===== src/rtl/irq_stk_pkg.sv =====
package irq_stk_pkg;
  typedef enum logic [1:0] {
    ST_IDLE = 2'd0,
    ST_PUSH = 2'd1,
    ST_VEC  = 2'd2,
    ST_PULL = 2'd3
  } stk_state_t;
endpackage


===== src/rtl/irq_stk_ctrl.sv =====
module irq_stk_ctrl
  import irq_stk_pkg::*;
#(
  parameter int FRAME_BYTES = 9,
  parameter int VEC_BYTES   = 2,
  parameter int CW          = 4
) (
  input  logic          clk,
  input  logic          rst_n,
  input  logic          irq_req,
  input  logic          rti_req,
  output logic          take_irq,
  output logic          take_rti,
  output logic          in_push,
  output logic          in_vec,
  output logic          in_pull,
  output logic [CW-1:0] step,
  output logic          busy,
  output logic          done
);
  localparam logic [CW-1:0] LAST_FRAME = CW'(FRAME_BYTES - 1);
  localparam logic [CW-1:0] LAST_VEC   = CW'(VEC_BYTES - 1);

  stk_state_t state_q, state_d;
  logic [CW-1:0] step_q, step_d;
  logic done_q, done_d;

  assign take_irq = (state_q == ST_IDLE) && irq_req;
  assign take_rti = (state_q == ST_IDLE) && !irq_req && rti_req;

  always_comb begin
    state_d = state_q;
    step_d  = step_q;
    done_d  = 1'b0;
    unique case (state_q)
      ST_IDLE: begin
        step_d = '0;
        if (take_irq)      state_d = ST_PUSH;
        else if (take_rti) state_d = ST_PULL;
      end
      ST_PUSH: begin
        if (step_q == LAST_FRAME) begin
          state_d = ST_VEC;
          step_d  = '0;
        end else begin
          step_d = step_q + 1'b1;
        end
      end
      ST_VEC: begin
        if (step_q == LAST_VEC) begin
          state_d = ST_IDLE;
          step_d  = '0;
          done_d  = 1'b1;
        end else begin
          step_d = step_q + 1'b1;
        end
      end
      ST_PULL: begin
        if (step_q == LAST_FRAME) begin
          state_d = ST_IDLE;
          step_d  = '0;
          done_d  = 1'b1;
        end else begin
          step_d = step_q + 1'b1;
        end
      end
      default: state_d = ST_IDLE;
    endcase
  end

  always_ff @(posedge clk or negedge rst_n) begin
    if (!rst_n) begin
      state_q <= ST_IDLE;
      step_q  <= '0;
      done_q  <= 1'b0;
    end else begin
      state_q <= state_d;
      step_q  <= step_d;
      done_q  <= done_d;
    end
  end

  assign in_push = (state_q == ST_PUSH);
  assign in_vec  = (state_q == ST_VEC);
  assign in_pull = (state_q == ST_PULL);
  assign step    = step_q;
  assign busy    = (state_q != ST_IDLE);
  assign done    = done_q;

  AST_DONE_NOT_BUSY: assert property (@(posedge clk) disable iff (!rst_n)
    done |-> !busy);
  AST_ONE_PHASE: assert property (@(posedge clk) disable iff (!rst_n)
    $onehot0({in_push, in_vec, in_pull}));
  AST_BUSY_HOLDS: assert property (@(posedge clk) disable iff (!rst_n)
    (in_push || (busy && step != LAST_FRAME && !in_vec)) |=> busy);
  AST_PUSH_TO_VEC: assert property (@(posedge clk) disable iff (!rst_n)
    (in_push && step == LAST_FRAME) |=> in_vec);
endmodule


===== src/rtl/irq_stk_addr.sv =====
module irq_stk_addr #(
  parameter int AW = 16,
  parameter int CW = 4
) (
  input  logic          clk,
  input  logic          rst_n,
  input  logic          take_irq,
  input  logic          take_rti,
  input  logic          in_push,
  input  logic          in_vec,
  input  logic          in_pull,
  input  logic [CW-1:0] step,
  input  logic [AW-1:0] sp_in,
  input  logic [AW-1:0] vec_in,
  output logic [AW-1:0] mem_addr,
  output logic [AW-1:0] sp_out
);
  logic [AW-1:0] sp_q, sp_d;
  logic [AW-1:0] vec_q;
  logic          sp_en, vec_en;

  assign sp_en  = take_irq || take_rti || in_push || in_pull;
  assign vec_en = take_irq;

  always_comb begin
    sp_d = sp_q;
    if (take_irq || take_rti) sp_d = sp_in;
    else if (in_push)         sp_d = sp_q - 1'b1;
    else if (in_pull)         sp_d = sp_q + 1'b1;
  end

  always_ff @(posedge clk or negedge rst_n) begin
    if (!rst_n) begin
      sp_q  <= '0;
      vec_q <= '0;
    end else begin
      if (sp_en)  sp_q  <= sp_d;
      if (vec_en) vec_q <= vec_in;
    end
  end

  always_comb begin
    mem_addr = '0;
    if (in_push)      mem_addr = sp_q;
    else if (in_pull) mem_addr = sp_q + 1'b1;
    else if (in_vec)  mem_addr = vec_q + AW'(step);
  end

  assign sp_out = sp_q;

  AST_PUSH_DESCENDS: assert property (@(posedge clk) disable iff (!rst_n)
    (in_push && $past(in_push)) |-> mem_addr == $past(mem_addr) - 1'b1);
  AST_PULL_ASCENDS: assert property (@(posedge clk) disable iff (!rst_n)
    (in_pull && $past(in_pull)) |-> mem_addr == $past(mem_addr) + 1'b1);
  AST_VEC_NEXT: assert property (@(posedge clk) disable iff (!rst_n)
    (in_vec && $past(in_vec)) |-> mem_addr == $past(mem_addr) + 1'b1);
endmodule


===== src/rtl/irq_stk_ctx.sv =====
module irq_stk_ctx #(
  parameter int AW          = 16,
  parameter int DW          = 8,
  parameter int FRAME_BYTES = 9,
  parameter int CW          = 4
) (
  input  logic                     clk,
  input  logic                     rst_n,
  input  logic                     take_irq,
  input  logic                     in_push,
  input  logic                     in_vec,
  input  logic                     in_pull,
  input  logic [CW-1:0]            step,
  input  logic [FRAME_BYTES*DW-1:0] frame_in,
  input  logic [DW-1:0]            rdata,
  output logic [DW-1:0]            wdata,
  output logic                     we,
  output logic [FRAME_BYTES*DW-1:0] frame_out
);
  localparam int WPB = AW / DW;

  logic [DW-1:0] byte_q [FRAME_BYTES];

  for (genvar g = 0; g < FRAME_BYTES; g++) begin : g_byte
    logic          pull_hit, vec_hit, en;
    logic [DW-1:0] nxt;
    assign pull_hit = in_pull && (step == CW'(FRAME_BYTES - 1 - g));
    if (g < WPB) begin : g_pc
      assign vec_hit = in_vec && (step == CW'(WPB - 1 - g));
    end else begin : g_other
      assign vec_hit = 1'b0;
    end
    assign en  = take_irq || pull_hit || vec_hit;
    assign nxt = take_irq ? frame_in[g*DW +: DW] : rdata;
    always_ff @(posedge clk or negedge rst_n) begin
      if (!rst_n)  byte_q[g] <= '0;
      else if (en) byte_q[g] <= nxt;
    end
    assign frame_out[g*DW +: DW] = byte_q[g];
  end

  assign we    = in_push;
  assign wdata = in_push ? byte_q[step] : '0;

  AST_WRITE_ONLY_PUSH: assert property (@(posedge clk) disable iff (!rst_n)
    we |-> !(in_pull || in_vec));
  AST_FRAME_HELD: assert property (@(posedge clk) disable iff (!rst_n)
    in_push |=> $stable(frame_out));
endmodule


===== src/rtl/irq_stacker.sv =====
module irq_stacker #(
  parameter int AW = 16,
  parameter int DW = 8
) (
  input  logic          clk,
  input  logic          rst_n,
  input  logic          irq_req,
  input  logic [AW-1:0] irq_vec,
  input  logic          rti_req,
  input  logic [AW-1:0] pc_in,
  input  logic [AW-1:0] y_in,
  input  logic [AW-1:0] x_in,
  input  logic [DW-1:0] a_in,
  input  logic [DW-1:0] b_in,
  input  logic [DW-1:0] ccr_in,
  input  logic [AW-1:0] sp_in,
  output logic [AW-1:0] mem_addr,
  output logic [DW-1:0] mem_wdata,
  input  logic [DW-1:0] mem_rdata,
  output logic          mem_we,
  output logic          busy,
  output logic          done,
  output logic [AW-1:0] pc_out,
  output logic [AW-1:0] y_out,
  output logic [AW-1:0] x_out,
  output logic [DW-1:0] a_out,
  output logic [DW-1:0] b_out,
  output logic [DW-1:0] ccr_out,
  output logic [AW-1:0] sp_out
);
  localparam int WPB         = AW / DW;
  localparam int FRAME_BYTES = 3 * WPB + 3;
  localparam int CW          = $clog2(FRAME_BYTES + 1);
  localparam int FW          = FRAME_BYTES * DW;

  logic          take_irq, take_rti, in_push, in_vec, in_pull;
  logic [CW-1:0] step;
  logic [FW-1:0] frame_in, frame_out;

  assign frame_in = {ccr_in, b_in, a_in, x_in, y_in, pc_in};

  irq_stk_ctrl #(.FRAME_BYTES(FRAME_BYTES), .VEC_BYTES(WPB), .CW(CW)) u_ctrl (
    .clk(clk), .rst_n(rst_n), .irq_req(irq_req), .rti_req(rti_req),
    .take_irq(take_irq), .take_rti(take_rti), .in_push(in_push),
    .in_vec(in_vec), .in_pull(in_pull), .step(step), .busy(busy), .done(done)
  );

  irq_stk_addr #(.AW(AW), .CW(CW)) u_addr (
    .clk(clk), .rst_n(rst_n), .take_irq(take_irq), .take_rti(take_rti),
    .in_push(in_push), .in_vec(in_vec), .in_pull(in_pull), .step(step),
    .sp_in(sp_in), .vec_in(irq_vec), .mem_addr(mem_addr), .sp_out(sp_out)
  );

  irq_stk_ctx #(.AW(AW), .DW(DW), .FRAME_BYTES(FRAME_BYTES), .CW(CW)) u_ctx (
    .clk(clk), .rst_n(rst_n), .take_irq(take_irq), .in_push(in_push),
    .in_vec(in_vec), .in_pull(in_pull), .step(step), .frame_in(frame_in),
    .rdata(mem_rdata), .wdata(mem_wdata), .we(mem_we), .frame_out(frame_out)
  );

  assign {ccr_out, b_out, a_out, x_out, y_out, pc_out} = frame_out;

  AST_WE_IN_BUSY: assert property (@(posedge clk) disable iff (!rst_n)
    mem_we |-> busy);
  AST_IDLE_ACCEPT: assert property (@(posedge clk) disable iff (!rst_n)
    (busy && irq_req) |=> !(take_irq && !$past(done)));
endmodule


===== config.mk =====
export PLATFORM = sky130hd
export DESIGN_NAME = irq_stacker
export DESIGN_NICKNAME = d
export VERILOG_FILES = /design/src/rtl/irq_stk_pkg.sv /design/src/rtl/irq_stk_ctrl.sv /design/src/rtl/irq_stk_addr.sv /design/src/rtl/irq_stk_ctx.sv /design/src/rtl/irq_stacker.sv
export SDC_FILE = /design/constraint.sdc
export NUM_CORES = 1
export LEC_CHECK = 0
export ABC_AREA = 1
export BUFFER_PORTS_ARGS = -buffer_cell sky130_fd_sc_hd__buf_2
export CAP_MARGIN = 15
export CORE_ASPECT_RATIO = 0.6
export CORE_MARGIN = 8
export CORE_UTILIZATION = 40
export CTS_CLUSTER_DIAMETER = 50
export DETAILED_ROUTE_END_ITERATION = 8
export HOLD_SLACK_MARGIN = 0.03
export PLACE_DENSITY = 0.71
export REMOVE_ABC_BUFFERS = 1
export SLEW_MARGIN = 20
export SYNTH_ARGS = -nofsm -noshare
export SYNTH_HDL_FRONTEND = slang
export SYNTH_SLANG_ARGS = --single-unit
export TNS_END_PERCENT = 100

===== constraint.sdc =====
create_clock -name clk -period 2.3 [get_ports clk]
set_input_delay 0 -clock clk [delete_from_list [all_inputs] [get_ports clk]]
set_output_delay 0 -clock clk [all_outputs]
set_load 0.02 [all_outputs]

### Word level (Yosys, flattened, before mapping)

Cells that the tools add are included.
Widths: inputs -> output; s select.

| word-level totals | value |
|---|---|
| bits of input ports | 116 |
| bits in registers | 111 |
| word-level logic and storage cells | 102 |
| output and inout bits | 115 |

| operators by class | value |
|---|---|
| add/subtract/negate cells | 4 |
| reductions and logical operators | 36 |
| multiplexer cells | 31 |
| equal/unequal tests | 15 |
| order comparisons | 1 |
| bitwise gates (word level) | 1 |

Operator list:

| kind | number |
|---|---|
| $mux 16 | 6 |
| $mux 8 | 12 |
| $bmux 8 s4 | 1 |
| $add 16x1->16 const B | 1 |
| $add 16x4->16 | 1 |
| $eq 4x3->1 const B | 4 |
| $sub 16x1->16 const B | 1 |
| $logic_and 1x1->1 | 14 |
| $logic_or 1x1->1 | 14 |
| $pmux 4 s3 | 1 |
| $mux 2 | 5 |
| $eq 4x2->1 const B | 2 |
| $mux 4 | 2 |
| $pmux 2 s4 | 1 |
| $ne 2x2->1 const B | 3 |
| $ge 5x5->1 const B | 1 |
| $not 4->5 | 1 |
| $add 4x1->4 const B | 1 |
| $eq 2x2->1 const B | 2 |
| $eq 4x1->1 const B | 1 |
| $eq 4x4->1 const B | 1 |
| $logic_not 4->1 | 1 |
| $reduce_and 4->1 | 1 |
| $ne 3x1->1 const B | 1 |
| 9 further kinds | 10 |

### Logic depth before layout (Yosys ltp)

| logic depth | value |
|---|---|
| depth after elaboration | 7 |
| gate-level depth with buffers | 12 |
| mapped depth without buffers | 12 |

### Modules after synthesis

From an unflattened synthesis, not the netlist that was laid out.

| unflattened totals | value |
|---|---|
| cell total of the unflattened synthesis | 1156 |
| area total of the unflattened synthesis | 7668.6 sq um |

Modules (own cells, without submodules):

| module | area each (sq um) | cells an instance | instances | sequential area each (sq um) |
|---|---|---|---|---|
| irq_stk_ctx | 4182.8 | 596 | 1 | 1801.7 |
| irq_stk_addr | 3072.9 | 507 | 1 | 800.8 |
| irq_stk_ctrl | 412.9 | 53 | 1 | 175.2 |

### Least setup slack after synthesis

OpenSTA, ideal clock, no wires.

| timing path | value |
|---|---|
| path type | register to output |
| start point | reg u_ctrl.step_q[1] (netlist: u_ctrl.step[1]) |
| end point | out mem_addr[6] |
| stages on the path, launching flop included | 11 |
| buffers on the path | 1 |
| path slack | 111 ps |
| data arrival time | 2189 ps |
| cells stage by stage | dfrtp_1 > inv_1 > clkbuf_1 > fa_1 > inv_1 > nand3_1 > nand2_1 > nand2_1 > nor2_1 > o21ai_0 > o21ai_0 |

| on the way | value |
|---|---|
| longest elaborated chain between the ends | 4 |

Ends and longest elaborated chain:

| item | RTL line | source |
|---|---|---|
| start: declaration | irq_stk_ctrl.sv:25 | `logic [CW-1:0] step_q, step_d;` |
| start signal: assignment | irq_stk_ctrl.sv:78 | `step_q <= step_d;` |
| $add 16x4->16 | irq_stk_addr.sv:46 | `else if (in_vec) mem_addr = vec_q + AW'(step);` |
| $mux 16 | irq_stk_addr.sv:46 |  |
| $mux 16 | irq_stk_addr.sv:45 | `else if (in_pull) mem_addr = sp_q + 1'b1;` |
| $mux 16 | irq_stk_addr.sv:44 | `if (in_push) mem_addr = sp_q;` |
| end: declaration | irq_stacker.sv:17 | `output logic [AW-1:0] mem_addr,` |

No other way between the ends.

### Worst setup path in the final report

| timing path | value |
|---|---|
| start point | reg u_ctrl.step_q[0] (netlist: u_ctrl.step[0]) |
| end point | out mem_wdata[4] |

| on the way | value |
|---|---|
| longest elaborated chain between the ends | 5 |

Ends and longest elaborated chain:

| item | RTL line | source |
|---|---|---|
| $not 4->5 (implied by the code) | irq_stk_ctx.sv:43 | `assign wdata = in_push ? byte_q[step] : '0;` |
| $bmux 8 s4 | irq_stk_ctx.sv:43 |  |
| $mux 8 (implied by the code) (2 in series) | irq_stk_ctx.sv:43 |  |
| $mux 8 | irq_stk_ctx.sv:43 |  |
| end: declaration | irq_stacker.sv:18 | `output logic [DW-1:0] mem_wdata,` |

No other way between the ends. The select of a mux whose other input is x is not followed.

==> flow_metrics.tcl <==
set metrics [dict create \
    cp.required_ps 2300 \
    p_leak_uw 0.004844 \
    pin_count 231 \
    max_freq_mhz 454.9 \
    yosysTopAreaCellShare_pct 39.06 \
    grt_use_total_pct 25.69 \
    async_reset_ff_share_pct 100.0 \
    synth_cell_types 44 \
    finalHoldViolCount 0 \
    place_area_mm2 0.008528 \
    synth_largest_area_cell "dfrtp_1" \
    synth_area_leaders "dfrtp_1, nand2_1, nor2_1" \
    grt_max_degree 86 \
    port_buffers 230 \
    path_class "flop to output port" \
    via_per_inst 5.432 \
    fin_area_mm2 0.01003 \
    drt_iter0_markers 1053 \
    fin_crit_ps 2198 \
    place.gp.congestion 0.9813 \
    syn_avg_cell_area_um2 7.125 \
    grt_pass1_vias 8065 \
    htreeDepth 3 \
    holdCritPathClass "input pin to flop" \
    firstDrtPassIters 5 \
    peakVddDrop_mv 0.6194 \
    arrival_ps 2200 \
    cts_sinks 111 \
    nets 1454 \
    die_y_um 119.3 \
    dp_hpwl_mm 21.45 \
    ff2ff_setup_slack_ps 160 \
    syn-cell-area_mm2 0.007111 \
    fin_crit_sh_pct 95.59 \
    rr_startpoint "u_ctrl.step[2]" \
    ys_ff_latch 111 \
    fp.coreArea_mm2 0.01727 \
    cts_buffers 9 \
    critPathLaunch "u_ctrl.step[0]" \
    die_area_mm2 0.02244 \
    maxSlewHeadroom_pct 34.32 \
    gr-total-overflow 0 \
    cts.clk_slew.worst_paths_ps 80 \
    fin_util_pct 58.10 \
    diodes 0 \
    startpoint_type "flop" \
    synthFlopType "dfrtp_1" \
    syn_to_final_growth_pct 41.09 \
    ff2ff_path_depth 8 \
    end_kind "output port" \
    initial_core_util_pct 41.18 \
    maxCapViolations 0 \
    endpoint "mem_wdata[4]" \
    netlist_instances 998 \
    drt_wl_total_mm 29.72 \
    std_cell_rows 37 \
    die_w_um 188.1 \
    drive_above_1_share_pct 25.47 \
    drc_errors 0 \
    synth_edf_count 0 \
    r2r_end "u_ctx.frame_out[16]" \
    finalSetupViolCount 0 \
    vias 8501 \
    cts_buffer_depth 2 \
    yosysWarnings 0 \
    ys_seq_area_share_pct 39.06 \
    cts_root_buffer "clkbuf_16" \
    power_density_mw_per_mm2 1438 \
    skew_ps 14.25 \
    crit_fanout 18 \
    tightest_slew_ps 985.3 \
    status "completed" \
    wl_per_cell_um 18.99 \
    whs_ps 39.11 \
    antenna_left 0 \
    clkLatencyLatePin_ps 360 \
    slew_viol_final 0 \
    cts_tree "done" \
    grt_pass1_wl_mm 46.06 \
    antenna_found_initial 1 \
]
## routing by layer
metal / wire, µm / vias to the layer above / global-route usage [%] / share of wire [%]
met4: 591 / 2 / 6.716 / 2.0
met5: 10 / - / 0 / 0.034
met1: 13590 / 3934 / 38.21 / 46
met3: 3405 / 49 / 7.372 / 11
met2: 12120 / 509 / 35.49 / 41
li1: - / 4007 / - / -
## cells in the final DEF (no fill, tap or decap), types with 9 or more instances in the layout
cell type / netlist / routed
o21ai_0: 90 / 87
clkbuf_16: 0 / 9
nand2_2: 8 / 11
nand2_1: 301 / 296
inv_2: 9 / 9
nand4_1: 10 / 10
inv_1: 63 / 62
dfrtp_1: 111 / 106
nor2_1: 120 / 117
buf_2: 23 / 224
dlygate4sd3_1: 0 / 105
o22ai_1: 15 / 15
a21oi_1: 24 / 23
a31oi_1: 15 / 15
o211ai_1: 42 / 42
nand3_1: 71 / 69
buf_4: 9 / 32
## synth_stat cells, types with 2 or more instances
master and n:
ha_1 10, o221ai_1 4, inv_2 9, buf_4 9, nand2_2 8, a21oi_1 24, clkbuf_1 12, o22ai_1 15
a22oi_1 8, o211ai_2 8, xnor2_1 3, dfrtp_1 111, a31oi_1 15, nor2_4 3, o21ai_0 90, o21ai_1 3
nor2_2 4, nand3_1 71, inv_1 63, o211ai_1 42, buf_2 23, nor2_1 120, nand2_1 301, buf_6 2
nand4_1 10, nor3_1 4, nand3_2 2, o21bai_1 3, nand2_4 2, xor2_1 5
## where the power goes
group          internal [µW]  switching, µW  leakage (µW)  total, µW
combinational           3020           5740       0.00338       8760
sequential              2940           1160       0.00133       4090
clock                    762            815      0.000142       1580
## critical path: stages, from the launching register on
cell	delay (ps)
dfrtp_1	400
buf_4	140
inv_1	110
buf_4	260
nand3_4	180
o22ai_1	250
nor2_1	70
nor2_1	220
buf_2	220
## stage by stage
stage	power [µW]	instances	setup WS [ps]	setup TNS (ps)
finish	14430	1565	101.5	0
global route	15440	1565	-8.539	-8.539
CTS	14100	1560	7.253	0
detailed placement	12310	1440	243.1	0
global placement	12190	1440	235.9	0
floorplan	9005	951	-287.1	-4877
## sequential cells by signal, summed over array words and instances, names as in the netlist
name and cells:
u_addr.sp_out 16, u_addr.vec_q 16, u_ctrl.done 1, u_ctrl.state_q 2, u_ctrl.step 4, u_ctx.frame_out 72
## cell type report
cell class / count / area, µm²
multi-input combinational: 767 / 3892
timing repair buffer: 365 / 2492
sequential: 111 / 2784
fill: 1589 / 7236
clock buffer: 9 / 225.2
tap: 234 / 292.8
inverter: 73 / 277.8
clock inverter: 6 / 67.56
## kinds of logic (layout without fill, tap and decap cells)
kind of cell / after synthesis / in the layout / share of synthesized area (%)
AND/OR/NAND/NOR: 528 / 528 / 30.93
AO/OA/AOI/OAI: 220 / 220 / 19.50
buffers and inverters: 120 / 453 / 7.478
flip-flops: 111 / 111 / 39.06
adder cells (fa/ha/maj): 11 / 11 / 2.041
XOR/XNOR: 8 / 8 / 0.9854
## how the worst min path moves through the flow
stage	slack, ps	depth (start not counted)	to	from
after floorplan	-300	0	u_addr.sp_out[0]	rst_n
after global placement	-60	1	u_ctx.frame_out[13]	rst_n
after detailed placement	-60	1	u_ctx.frame_out[13]	rst_n
after CTS	40	3	u_ctrl.state_q[1]	irq_req
after global routing	60	3	u_ctx.frame_out[63]	mem_rdata[7]
final	40	3	u_ctrl.state_q[1]	irq_req
## what timing repair did
item                                    4_1_cts  5_1_grt
gates resized for setup                       6       29
gates cloned                                  0        0
pin swaps                                     0        6
setup buffers                                 0        5
endpoints found under the setup margin        5       20
endpoints found under the hold margin       141        0
hold buffers                                105        0
(Power assumes the default switching activity.)
